$ cat config.mk
export PLATFORM = sky130hd
export DESIGN_NAME = clkdiv_reload_top
export DESIGN_NICKNAME = d
export VERILOG_FILES = /design/src/rtl/clkdiv_reload_pkg.sv /design/src/rtl/clkdiv_div_hold.sv /design/src/rtl/clkdiv_match.sv /design/src/rtl/clkdiv_counter.sv /design/src/rtl/clkdiv_reload_top.sv
export SDC_FILE = /design/constraint.sdc
export NUM_CORES = 1
export LEC_CHECK = 0
export ABC_CLOCK_PERIOD_IN_PS = 4700
export BUFFER_PORTS_ARGS = -buffer_cell sky130_fd_sc_hd__buf_4
export CAP_MARGIN = 20
export CORE_MARGIN = 2
export CORE_UTILIZATION = 59
export DETAILED_ROUTE_END_ITERATION = 10
export HOLD_SLACK_MARGIN = 0.1
export PLACE_DENSITY_LB_ADDON = 0.3
export SYNTH_ARGS = -nofsm -noshare
export SYNTH_HDL_FRONTEND = slang
export SYNTH_SLANG_ARGS = --single-unit
$ cat constraint.sdc
create_clock -name clk_i -period 4.7 [get_ports clk_i]
set_input_delay 0.47 -clock clk_i [delete_from_list [all_inputs] [get_ports clk_i]]
set_output_delay 0.47 -clock clk_i [all_outputs]
set_load 0.05 [all_outputs]
$ cat src/rtl/clkdiv_reload_pkg.sv
// Package: shared constants for the reload-compare divider.
// Assumes: consumers size their counters from DIV_W_DEF unless overridden.
package clkdiv_reload_pkg;
    parameter int unsigned DIV_W_DEF = 9;
endpackage

$ cat src/rtl/clkdiv_div_hold.sv
// Module: holds the active divisor.
// Samples div_i when the block is idle (active divisor zero) or at a reload,
// so a divisor change never truncates the period in progress.
// Assumes: synchronous active-low reset; reload_now comes from the matcher.
module clkdiv_div_hold #(
    parameter int unsigned DIV_W = 9
) (
    input  logic             clk_i,
    input  logic             rst_ni,
    input  logic [DIV_W-1:0] div_i,
    input  logic             reload_now,
    output logic [DIV_W-1:0] div_q,
    output logic             idle
);
    // Idle whenever no legal divisor is held.
    always_comb begin
        idle = (div_q == '0);
    end

    // Sample the requested divisor at reload or while idle.
    always_ff @(posedge clk_i) begin
        if (!rst_ni) begin
            div_q <= '0;
        end else if (idle || reload_now) begin
            div_q <= div_i;
        end
    end
endmodule

$ cat src/rtl/clkdiv_match.sv
// Module: terminal-count detector.
// Flags a reload when the counter's next value equals the complement of the
// active divisor. Assumes: idle is high when the divisor is zero.
module clkdiv_match #(
    parameter int unsigned DIV_W = 9
) (
    input  logic [DIV_W-1:0] cnt_q,
    input  logic [DIV_W-1:0] div_q,
    input  logic             idle,
    output logic             reload_now
);
    logic [DIV_W-1:0] cnt_dec;

    // Compare the decremented count against the complemented divisor.
    always_comb begin
        cnt_dec    = cnt_q - {{(DIV_W-1){1'b0}}, 1'b1};
        reload_now = !idle && (cnt_dec == ~div_q);
    end
endmodule

$ cat src/rtl/clkdiv_counter.sv
// Module: down counter and registered reload strobe.
// Counts down from all ones, returns to all ones on reload, and parks at all
// ones while idle. Assumes: reload_now and idle are combinational inputs.
module clkdiv_counter #(
    parameter int unsigned DIV_W = 9
) (
    input  logic             clk_i,
    input  logic             rst_ni,
    input  logic             reload_now,
    input  logic             idle,
    output logic [DIV_W-1:0] cnt_q,
    output logic             pulse_q
);
    localparam logic [DIV_W-1:0] ALL_ONES = '1;

    // Advance, reload or park the counter.
    always_ff @(posedge clk_i) begin
        if (!rst_ni) begin
            cnt_q <= ALL_ONES;
        end else if (idle || reload_now) begin
            cnt_q <= ALL_ONES;
        end else begin
            cnt_q <= cnt_q - {{(DIV_W-1){1'b0}}, 1'b1};
        end
    end

    // Register the reload strobe so the output is glitch free.
    always_ff @(posedge clk_i) begin
        if (!rst_ni) begin
            pulse_q <= 1'b0;
        end else begin
            pulse_q <= reload_now;
        end
    end
endmodule

$ cat src/rtl/clkdiv_reload_top.sv
// Module: reload-compare programmable clock divider, top level.
// Divides clk_i by div_i (1..2^DIV_W-1); reload_o pulses once per period and
// count_o exposes the counter for a duty-cycle stage. Assumes: div_i is
// synchronous to clk_i; a divisor of zero holds the block idle.
module clkdiv_reload_top #(
    parameter int unsigned DIV_W = clkdiv_reload_pkg::DIV_W_DEF
) (
    input  logic             clk_i,
    input  logic             rst_ni,
    input  logic [DIV_W-1:0] div_i,
    output logic             reload_o,
    output logic [DIV_W-1:0] count_o
);
    logic [DIV_W-1:0] div_hold;
    logic             idle;
    logic             reload_now;
    logic [DIV_W-1:0] cnt_q;
    logic             pulse_q;

    clkdiv_div_hold #(.DIV_W(DIV_W)) u_hold (
        .clk_i      (clk_i),
        .rst_ni     (rst_ni),
        .div_i      (div_i),
        .reload_now (reload_now),
        .div_q      (div_hold),
        .idle       (idle)
    );

    clkdiv_match #(.DIV_W(DIV_W)) u_match (
        .cnt_q      (cnt_q),
        .div_q      (div_hold),
        .idle       (idle),
        .reload_now (reload_now)
    );

    clkdiv_counter #(.DIV_W(DIV_W)) u_cnt (
        .clk_i      (clk_i),
        .rst_ni     (rst_ni),
        .reload_now (reload_now),
        .idle       (idle),
        .cnt_q      (cnt_q),
        .pulse_q    (pulse_q)
    );

    // Drive the outputs from the registered state.
    always_comb begin
        reload_o = pulse_q;
        count_o  = cnt_q;
    end
endmodule

# Yosys cells after proc, flatten, opt, wreduce, memory -nomap -nowiden
# Index checks and enable logic that the tools add are counted.
# totals
register_bits,19
input_bits,11
out_inout_bits,10
wordCells,12
# op_classes
n_addsub,1
eq_ne,1
bitwise_logic,2
reduce_logical,5
# op_table
cell,n
9-bit equality test,1
9-bit zero test,1
9-bit NOT,1
9-bit by 1-bit subtractor with 9-bit output (second input constant),1
2-bit OR reduction,1
1-bit logical AND,1
1-bit zero test,1
1-bit logical OR,1
1-bit NOT,1

# Longest topological paths before layout
# Gate-level depths: netlist (run 1).
# depth
depth_word,5
depth_mapped,9
depth_no_buf,7

# Hierarchy
# A second synthesis (run 1) with hierarchy kept.
# hier_totals
cells_unflattened,136
hier_area_um2,1151.1
# modules_own_cells
module,n_inst,cells_each,area_per_inst_um2,seq_area_each_um2
clkdiv_div_hold,1,54,449.2,180.2
clkdiv_counter,1,41,404.1,200.2
clkdiv_match,1,41,297.8,0.0

# Worst setup path after synthesis (run 1)
# Ideal clock, no wire load.
# synth_path
path_kind,reg-to-reg
startpoint,reg u_cnt.cnt_q[0]
endpoint,reg u_cnt.cnt_q[0]
setup_ns,0.079
arrival_time_ns,2.504
t_required_ns,4.621
path_slack_ns,2.117
path_stages_with_launch,10
n_path_buf,2
period_less_slack_ns,2.583
cell_sequence,dfxtp_1 -> inv_1 -> ha_1 -> nor3b_1 -> xnor2_1 -> nand4_2 -> or3_1 -> buf_6 -> buf_8 -> o211ai_1
# synth_via
elab_chain_len,5
# synth_rtl
element,line_no,rtl
from (decl),clkdiv_counter.sv:11,"output logic [DIV_W-1:0] cnt_q,"
from (signal assigned),clkdiv_counter.sv:23,"cnt_q <= cnt_q - {{(DIV_W-1){1'b0}}, 1'b1};"
9-bit by 1-bit subtractor with 9-bit output (*),clkdiv_match.sv:16,"cnt_dec = cnt_q - {{(DIV_W-1){1'b0}}, 1'b1};"
via u_match.cnt_dec[0],clkdiv_match.sv:12,logic [DIV_W-1:0] cnt_dec;
9-bit equality test,clkdiv_match.sv:17,reload_now = !idle && (cnt_dec == ~div_q);
1-bit logical AND,clkdiv_match.sv:17,
1-bit logical OR,clkdiv_counter.sv:20,end else if (idle || reload_now) begin
2-bit OR reduction (no source line),n/a,
# Mark *: on every way through the listed nets, which the timed path passes. The rest lies on a longest branch.
# A chain may end at the register's enable or synchronous reset.

# Worst setup path after layout (run 1)
# layout_path
startpoint,reg u_cnt.cnt_q[0]
endpoint,reg u_hold.div_q[3]
# layout_via
elab_chain_len,4
# layout_rtl
element,line_no,rtl
9-bit by 1-bit subtractor with 9-bit output,clkdiv_match.sv:16,
via u_match.cnt_dec[0],clkdiv_match.sv:12,
9-bit equality test,clkdiv_match.sv:17,
1-bit logical AND,clkdiv_match.sv:17,
1-bit logical OR,clkdiv_div_hold.sv:24,end else if (idle || reload_now) begin
to (signal assigned),clkdiv_div_hold.sv:25,div_q <= div_i;
to (decl),clkdiv_div_hold.sv:12,"output logic [DIV_W-1:0] div_q,"
# The timed path passes the listed nets, and every way through them passes these cells.

==> results of run 1 <==
[stage by stage]
| stage | std cells | power, mW | hold slack (ns) | cell area [um2] |
|---|---|---|---|---|
| global placement | 167 | 0.7024 | 0.5046 | 1360 |
| finish | 171 | 0.7992 | 0.4230 | 1386 |
| global route | 171 | 0.8592 | 0.4244 | 1386 |
| floorplan | 128 | 0.6481 | 0.5987 | 1232 |
| detailed placement | 167 | 0.7157 | 0.5200 | 1360 |
| CTS | 171 | 0.7994 | 0.4268 | 1386 |
[worst min-delay path: stages]
cell and delay [ns]:
buf_4 0.08, a32oi_1 0.07, o311ai_1 0.08
[layout by cell type, fill, tap and decap left out]
cell	count
o31ai_1	9
xnor2_1	15
and2_1	10
and3_1	3
o21ai_2	1
nor4_2	1
nor3b_1	2
nor2_1	1
o22ai_2	1
nor3_1	1
nand2_1	12
ha_1	1
nor4_1	2
nor2b_1	1
nor3b_2	1
or3_1	1
o311ai_1	8
xnor3_2	1
o311ai_2	1
a21oi_1	3
buf_4	20
nand4_2	1
dfxtp_1	19
clkbuf_4	3
inv_1	3
nor4b_4	1
xor2_1	2
o211ai_2	1
nor4_4	1
clkbuf_1	1
a32oi_1	9
o211ai_1	8
[logic make-up after synthesis]
kind of cell	after synthesis	synth area share (%)
and+or+nand+nor	38	20.91
DFF	19	30.86
adders and majority gates	1	1.015
xor gates and xnor gates	18	14.01
buffers and inverters	11	5.481
AOI/OAI and AO/OA	41	27.72
[routing by layer]
layer,vias to the layer above,global-route usage (%),part of all wire [%]
li1,530,-,-
met4,0,9.722,1.6
met5,-,0,0
met1,518,32.18,47
met3,5,4.242,4.4
met2,28,36.00,47
[worst min-delay path by stage]
stage / endpoint / slack, ns
floorplan: u_hold.div_q[7]$_SDFFE_PN0P_ / 0.60
global placement: u_cnt.cnt_q[0]$_SDFF_PP1_ / 0.50
detailed placement: u_cnt.cnt_q[0]$_SDFF_PP1_ / 0.52
CTS: u_hold.div_q[4]$_SDFFE_PN0P_ / 0.43
global route: u_hold.div_q[5]$_SDFFE_PN0P_ / 0.42
finish: u_hold.div_q[8]$_SDFFE_PN0P_ / 0.42
[power breakdown]
| group | switching [mW] | internal (mW) |
|---|---|---|
| combinational | 0.289 | 0.163 |
| sequential | 0.0530 | 0.208 |
| clock | 0.0521 | 0.0331 |
[synth_stat cells, types with 2 or more instances]
master	n	share of area, %
dfxtp_1	19	31
xnor2_1	15	11
nand2_1	12	3.7
and2_1	10	5.1
a32oi_1	9	6.4
o31ai_1	9	5.5
o211ai_1	8	4.9
o311ai_1	8	5.7
clkbuf_1	4	1.2
a21oi_1	3	1.2
and3_1	3	1.5
inv_1	3	0.91
buf_6	2	1.8
nor3b_1	2	1.2
nor4_1	2	1.0
xor2_1	2	1.4
[sequential cells by signal (all words and copies together) (netlist names)]
| register | count |
|---|---|
| u_cnt.cnt_q | 9 |
| u_hold.div_q | 9 |
| u_cnt.pulse_q | 1 |
[final cells by class]
class	instances	area, um2	area share [%]
multi-input cells	98	784.5	56.59
well taps	27	33.78	2.437
clock buffers	4	26.28	1.895
inverters	3	11.26	0.8123
flip-flops and latches	19	380.4	27.44
repair buffers	20	150.1	10.83
==> flow_summary.ini, run 1 <==
[run_status]
status = complete, no violations

[timing]
finalCritPeriodShare_pct = 58.58
tns_ns = 0
rsz0062_at_grt = false
slew-limit-headroom_pct = 38.14
hold_viol = 0
finalSetupViolCount = 0
min_period_ns = 2.753
fmax_ghz = 0.3632
skew_ns = 0.004854
drv_slew = 0
worst_slew_pin_slew_ns = 0.9203
final.setup.worst_slack_ns = 1.947

[cells_and_area]
final_core_util_pct = 70.66
n_fill_cell = 166
drive_above_1_share_pct = 22.92
areaGrowthSynthToFinish_pct = 12.49
fin_nets = 157
antenna_cells = 0

[clock_network]
cts-htree-levels = 1
post_cts_resized = 0
cts-buffers-inserted = 3
cts-root-buf = clkbuf_4
cts_tree = built
insertion_delay_ns = 0.30
ctsHoldBuffers = 0
cts_sinks = 19
clk_pin_slew_ns = 0.11
clockBufferDepth = 2
cts_setup_buffers = 0

[global_routing]
grt_pass1_vias = 981
grtUsageTotal_pct = 23.40
grt_pass1_wl_mm = 4.519
grt_max_degree = 29
grt_overflow_total = 0
antenna_found_initial = 0

[critical_path]
worstPathCellList = inv_1 -> ha_1 -> nor3b_1 -> xnor2_1 -> nand4_2 -> or3_1 -> o311ai_1
crit_arrival_ns = 2.97
worstSetupEndpoint = u_hold.div_q[3]$_SDFFE_PN0P_
path_buf_inv = 1
startpoint_type = register
setup.worst_path.end_class = register
cp.required_ns = 4.92
critical_path_cell_count = 7
cp_max_fo = 19
r2r_cells = 7
worstSetupPathType = register to register
cp_slowest_stage_delay_ns = 0.73
rr_endpoint = u_hold.div_q[3]$_SDFFE_PN0P_
rr_startpoint = u_cnt.cnt_q[0]$_SDFF_PP1_
critPathSlowestCell = or3_1
ff2ff_setup_slack_ns = 1.95
cpLargestDelayFamily = simple AND/OR/NAND/NOR gates
crit_path_start = u_cnt.cnt_q[0]$_SDFF_PP1_

[die]
die_w_um = 49.71
core_um2 = 1962
die_h_um = 49.71
rows = 16
ios = 21
dieArea_um2 = 2471
initial_core_util_pct = 62.82

[detailed_routing]
drt_drc_violations_left = 0
num_vias = 1081
drt_iter0_markers = 18
wl_per_cell_um = 14.90
drtAntennaViolNets = 0
first_pass_iters = 4
via_per_inst = 6.322
routed_wl_mm = 2.548

[hold_path]
hold_class = input pin to register
hold_start = div_i[8]
whs_path_depth = 3

[pwr]
power_leakage_nw = 0.5216
power.density_nw_per_um2 = 576.5
vdd_ir_drop_max_mv = 0.3629

[placement]
place_ws_ns = 1.973
gp_congestion = 0.7980
io_buffers = 20
dpl.hpwl_mm = 1.780

[synthesis]
yosys.cell_types.count = 33
syn-instance-count = 128
synth_area_um2 = 1232
syn_avg_cell_area_um2 = 9.628
async_reset_ff_share_pct = 0
syn_nets = 140
synth_seq_cells = 19
synth_edf_count = 0
ys.flop_type = dfxtp_1
yosys_warnings = 0
ys_seq_area_share_pct = 30.86

[flow_run]
drv_cap = 0
(Power assumes the default switching activity.)
==> run 2: changes to the inputs <==
ABC_CLOCK_PERIOD_IN_PS = 2900   (was 4700)
CORE_UTILIZATION = 55   (was 59)
clock period = 2.9 ns   (was 4.7 ns; I/O delays follow)
==> run 2 against run 1 <==
Sequential share of layout area decreased by 0.63 points. Sequential power rose by 62%. Critical path depth up 1. First-iteration DRC count up 39%. Clock power is 64% higher. Via count up 0.93%. Register-to-register slack got worse by 1.5 ns. Non-clock buffer count rose by 4. Die area up 6.7%. Combinational power is 81% higher. Flip-flop and latch count stayed put. Critical endpoint is now u_hold.div_q[8]$_SDFFE_PN0P_. Largest power group unchanged.
==> flow_summary.ini, run 2 (synthesis gave the netlist of run 1 again) <==
[placement]
io_buffers = 20
gp_congestion = 0.8281
placed_area_um2 = 1391
dpl.cell_count = 172
dpl.hpwl_mm = 1.908
place_ws_ns = 0.5069

[cells_and_area]
antenna_cells = 0
final_area_um2 = 1419
regArea_um2 = 380.4
fin_nets = 161
final_common_cell = buf_4
final_cell_count_no_fill = 176
drive_above_1_share_pct = 25.68
reg_top3 = u_cnt.cnt_q: 9 flops, u_hold.div_q: 9 flops, u_cnt.pulse_q: 1 flops
final_cell_mix = 24 x buf_4, 19 x dfxtp_1, 15 x xnor2_1
final_core_util_pct = 65.40
n_fill_cell = 186
areaGrowthSynthToFinish_pct = 15.13
multiInputGateArea_um2 = 784.5

[detailed_routing]
drt_iter0_markers = 25
via_per_inst = 6.199
first_pass_iters = 4
wl_per_cell_um = 15.56
drtAntennaViolNets = 0
routed_wl_mm = 2.738
drt_drc_violations_left = 0
num_vias = 1091

[die]
dieArea_um2 = 2635
die_w_um = 51.34
rows = 17
die_h_um = 51.34
core_um2 = 2170
initial_core_util_pct = 56.81
ios = 21

[clock_network]
insertion_delay_ns = 0.30
clockBufferDepth = 2
cts-buffers-inserted = 3
cts_tree = built
clk_pin_slew_ns = 0.12
cts_setup_buffers = 0
cts-htree-levels = 1
ctsHoldBuffers = 0
cts-root-buf = clkbuf_4
cts_sinks = 19
post_cts_resized = 0

[global_routing]
antenna_found_initial = 0
grt_max_degree = 29
grt_overflow_total = 0
grtUsageTotal_pct = 23.04
grt_pass1_vias = 1018
grt_pass1_wl_mm = 4.595

[timing]
hold_viol = 0
final.setup.worst_slack_ns = 0.4769
skew_ns = 0.003249
rsz0062_at_grt = false
finalCritPeriodShare_pct = 83.55
tns_ns = 0
finalSetupViolCount = 0
slew-limit-headroom_pct = 49.55
worst_slew_pin_slew_ns = 0.7551
fmax_ghz = 0.4127
hold_slack_ns = 0.2472
drv_slew = 0
min_period_ns = 2.423

[pwr]
seqPwrFrac_pct = 30.7
total_power_mw = 1.381
swShare_pct = 48.67
power_leakage_nw = 0.5424
power_frac_comb_pct = 59.2
p_int_mw = 0.7087
pwr-share-clk_pct = 10.1
switching_power_mw = 0.6721
vdd_ir_drop_max_mv = 0.6337
power.density_nw_per_um2 = 973.2

[critical_path]
crit_arrival_ns = 2.63
cp_max_fo = 10
cp.required_ns = 3.11
path_buf_inv = 2
r2r_cells = 8
critical_path_cell_count = 8
worstSetupPathType = register to register
setup.worst_path.end_class = register
worstPathCellList = inv_1 -> ha_1 -> nor3b_1 -> and3_1 -> o22ai_2 -> or3_1 -> buf_4 -> o311ai_1
startpoint_type = register
cp_slowest_stage_delay_ns = 0.42
cpLargestDelayFamily = simple AND/OR/NAND/NOR gates
critPathSlowestCell = dfxtp_1

[flow_run]
drv_cap = 0

[hold_path]
whs_path_depth = 3
hold_class = input pin to register

[run_status]
status = complete, no violations
==> run 2: cell count changes in the layout (fill, tap and decap cells not counted) <==
cell      before  now
buf_4         20   24
clkinv_2       0    1
clkbuf_1       1    0
==> run 2: layout make-up <==
class                      instances  share of cell area (%)
multi-input combinational         98                   55.29
inverter                           3                  0.7937
sequential                        19                   26.81
clock inverter                     1                  0.3527
clock buffer                       3                   1.587
tap                               28                   2.469
timing repair buffer              24                   12.70
==> run 2: worst paths after layout <==
| path | from | slack [ns] | endpoint |
|---|---|---|---|
| worst max-delay path | u_cnt.cnt_q[0]$_SDFF_PP1_ | 0.48 | u_hold.div_q[8]$_SDFFE_PN0P_ |
| worst min-delay path | div_i[0] | 0.25 | u_hold.div_q[0]$_SDFFE_PN0P_ |
| worst max register to register | u_cnt.cnt_q[0]$_SDFF_PP1_ | 0.48 | u_hold.div_q[8]$_SDFFE_PN0P_ |
| worst min register to register | u_cnt.cnt_q[0]$_SDFF_PP1_ | 0.56 | u_cnt.cnt_q[0]$_SDFF_PP1_ |
==> run 2: power groups by stage <==
stage | Combinational [mW] | Clock (mW) | Sequential, mW
2_1_floorplan | 0.585 | 0 | 0.465
3_3_place_gp | 0.792 | 0 | 0.425
5_1_grt | 0.896 | 0.148 | 0.435
3_5_place_dp | 0.809 | 0 | 0.430
4_1_cts | 0.813 | 0.139 | 0.423
6_report | 0.818 | 0.140 | 0.423
==> run 2: tightest hold or removal path, stage by stage <==
cell      delay [ns]
buf_4           0.08
a32oi_1         0.08
o311ai_1        0.08
==> run 2: metal layers <==
| layer | vias up | global-route usage, % | share of wire (%) |
|---|---|---|---|
| met4 | 0 | 8.333 | 0.99 |
| met3 | 4 | 2.632 | 4.9 |
| met5 | - | 0 | 0 |
| met2 | 42 | 37.66 | 49 |
| met1 | 505 | 31.38 | 45 |
| li1 | 540 | - | - |
==> run 3: changes to the inputs <==
ABC_AREA = 1   (was not set)
ABC_CLOCK_PERIOD_IN_PS = 2500   (was 2900)
CORE_UTILIZATION = 54   (was 55)
clock period = 2.5 ns   (was 2.9 ns; I/O delays follow)
==> run 3 against run 2 <==
Clock-buffer cell count increased by 1. Critical path depth grew 4. Hold slack worse by 0.082 ns. Clock skew hardly changed. Cell count rose by 26%. Sequential share of layout area grew 1.1 points. Die area decreased by 3.5%. Total power up 22%. Final area is 4.1% lower. Critical endpoint is now u_hold.div_q[5]$_SDFFE_PN0P_.
==> flow_summary.ini, run 3 <==
[run_status]
status = complete, no violations

[critical_path]
cp_max_fo = 19
setup.worst_path.end_class = register
worstSetupPathType = register to register
crit_arrival_ns = 2.25
ff2ff_setup_slack_ns = 0.50
startpoint_type = register
cp.required_ns = 2.74

[synthesis]
syn_avg_cell_area_um2 = 6.765
yosysMostFrequentCell = nand2_1
synth_edf_count = 0
yosys.cell_types.count = 23
synth_area_um2 = 1164
syn_nets = 184
yosys_warnings = 0
syn-instance-count = 172
synthTopCellsByCount = 53 x nand2_1, 26 x nand3_1, 20 x inv_1
ys_seq_area_share_pct = 32.69
ys_top_cells_by_area = dfxtp_1 33%, nand2_1 17%, nand3_1 11%
async_reset_ff_share_pct = 0
netlist.area_leader.share_pct = 32.69
ys.flop_type = dfxtp_1
yosys.area.top_type = dfxtp_1
synth_seq_cells = 19

[die]
die_w_um = 50.42
core_um2 = 2002
ios = 21
dieArea_um2 = 2542
initial_core_util_pct = 58.12
rows = 16
die_h_um = 50.42

[timing]
worst_slew_pin_slew_ns = 0.4463
finalSetupViolCount = 0
finalCritPeriodShare_pct = 80.17
drv_slew = 0
slew-limit-headroom_pct = 70.15
skew_ns = 0.003244
fmax_ghz = 0.4989
tns_ns = 0
rsz0062_at_grt = false
min_period_ns = 2.004
hold_viol = 0

[global_routing]
grtUsageTotal_pct = 21.16
grt_overflow_total = 0
antenna_found_initial = 0
grt_pass1_vias = 1017
grt_pass1_wl_mm = 4.167
grt_max_degree = 20

[placement]
gp_congestion = 0.8761
io_buffers = 20
dpl.hpwl_mm = 1.804

[cells_and_area]
reg_top3 = u_cnt.cnt_q: 9 flops, u_hold.div_q: 9 flops, u_cnt.pulse_q: 1 flops
final_cell_mix = 53 x nand2_1, 26 x nand3_1, 21 x buf_4
final_core_util_pct = 68.00
antenna_cells = 0
areaGrowthSynthToFinish_pct = 16.99
final_common_cell = nand2_1
drive_above_1_share_pct = 27.32
n_fill_cell = 181
fin_nets = 207

[hold_path]
hold_class = input pin to register

[clock_network]
cts-root-buf = clkbuf_4
insertion_delay_ns = 0.30
cts_sinks = 19
cts_setup_buffers = 0
cts_tree = built
post_cts_resized = 0
clockBufferDepth = 2
cts-htree-levels = 1
ctsHoldBuffers = 0
cts-buffers-inserted = 3
clk_pin_slew_ns = 0.11

[pwr]
power.density_nw_per_um2 = 1238
power_leakage_nw = 0.7042
vdd_ir_drop_max_mv = 0.9779

[detailed_routing]
drt_iter0_markers = 23
first_pass_iters = 4
wl_per_cell_um = 10.43
via_per_inst = 5.050
num_vias = 1116
drtAntennaViolNets = 0
drt_drc_violations_left = 0
routed_wl_mm = 2.304

[flow_run]
drv_cap = 0
run 3: changes by cell type after synthesis, moves of 5 or more:
cell | before | now
nand2_1 | 12 | 53
nand3_1 | 0 | 26
inv_1 | 3 | 20
nor2_1 | 1 | 14
xnor2_1 | 15 | 2
and2_1 | 10 | 0
a21oi_2 | 0 | 9
a32oi_1 | 9 | 0
o31ai_1 | 9 | 0
o211ai_1 | 8 | 0
o311ai_1 | 8 | 0
nand2_2 | 0 | 5
nor2_4 | 0 | 5
run 3: path summary, 6_finish.rpt:
kind	to	depth (start not counted)	from
setup / recovery	u_hold.div_q[5]$_SDFFE_PN0P_	12	u_cnt.cnt_q[0]$_SDFF_PP1_
hold / removal	u_hold.div_q[7]$_SDFFE_PN0P_	3	div_i[7]
setup reg to reg	u_hold.div_q[5]$_SDFFE_PN0P_	12	u_cnt.cnt_q[0]$_SDFF_PP1_
hold reg to reg	u_cnt.cnt_q[0]$_SDFF_PP1_	1	u_cnt.cnt_q[0]$_SDFF_PP1_
run 3: logic make-up after synthesis:
kind of cell               share of synthesized area, %
adders and majority gates                         1.075
buffers and inverters                             9.139
AOI/OAI and AO/OA                                 8.709
and+or+nand+nor                                   46.88
DFF                                               32.69
xor gates and xnor gates                          1.506
run 3: stage by stage:
step                std cells  hold WS, ns  cell area (um2)  power [mW]  worst slack, ns
floorplan                 172       0.3738             1164       1.367           0.2853
global placement          217       0.4249             1335       1.525           0.5492
detailed placement        217       0.4319             1335       1.541           0.5259
CTS                       221       0.1632             1361       1.697           0.4852
global route              221       0.1561             1361       1.856           0.2725
finish                    221       0.1654             1361       1.686           0.4957
run 3: power breakdown:
group / internal (mW) / switching [mW]
Combinational: 0.403 / 0.637
Clock: 0.0621 / 0.0956
Sequential: 0.408 / 0.0802
run 3: critical path: stages, from the launching register on:
cell     delay (ns)
dfxtp_1        0.36
inv_2          0.10
ha_1           0.20
nand2_2        0.10
nor2_4         0.16
nand3_2        0.10
nand3_1        0.10
nand2_1        0.08
nor2_2         0.19
nand3_4        0.25
nand3_1        0.16
nand2_1        0.06
nor2_1         0.08
run 3: cell type report:
type,instances,area [um2],area share (%)
flip-flops and latches,19,380.4,27.94
inverters,23,86.33,6.342
repair buffers,21,157.7,11.58
clock buffers,4,26.28,1.930
multi-input cells,127,676.9,49.72
well taps,27,33.78,2.482
run 3: per-layer routing:
metal | share of wire (%) | vias up | track usage, % | wire [um]
met5 | 0 | - | 0 | 0
met3 | 6.6 | 7 | 3.571 | 152
met2 | 45 | 46 | 34.21 | 1045
met1 | 46 | 478 | 28.12 | 1069
met4 | 1.6 | 0 | 8.108 | 37
li1 | - | 585 | - | -
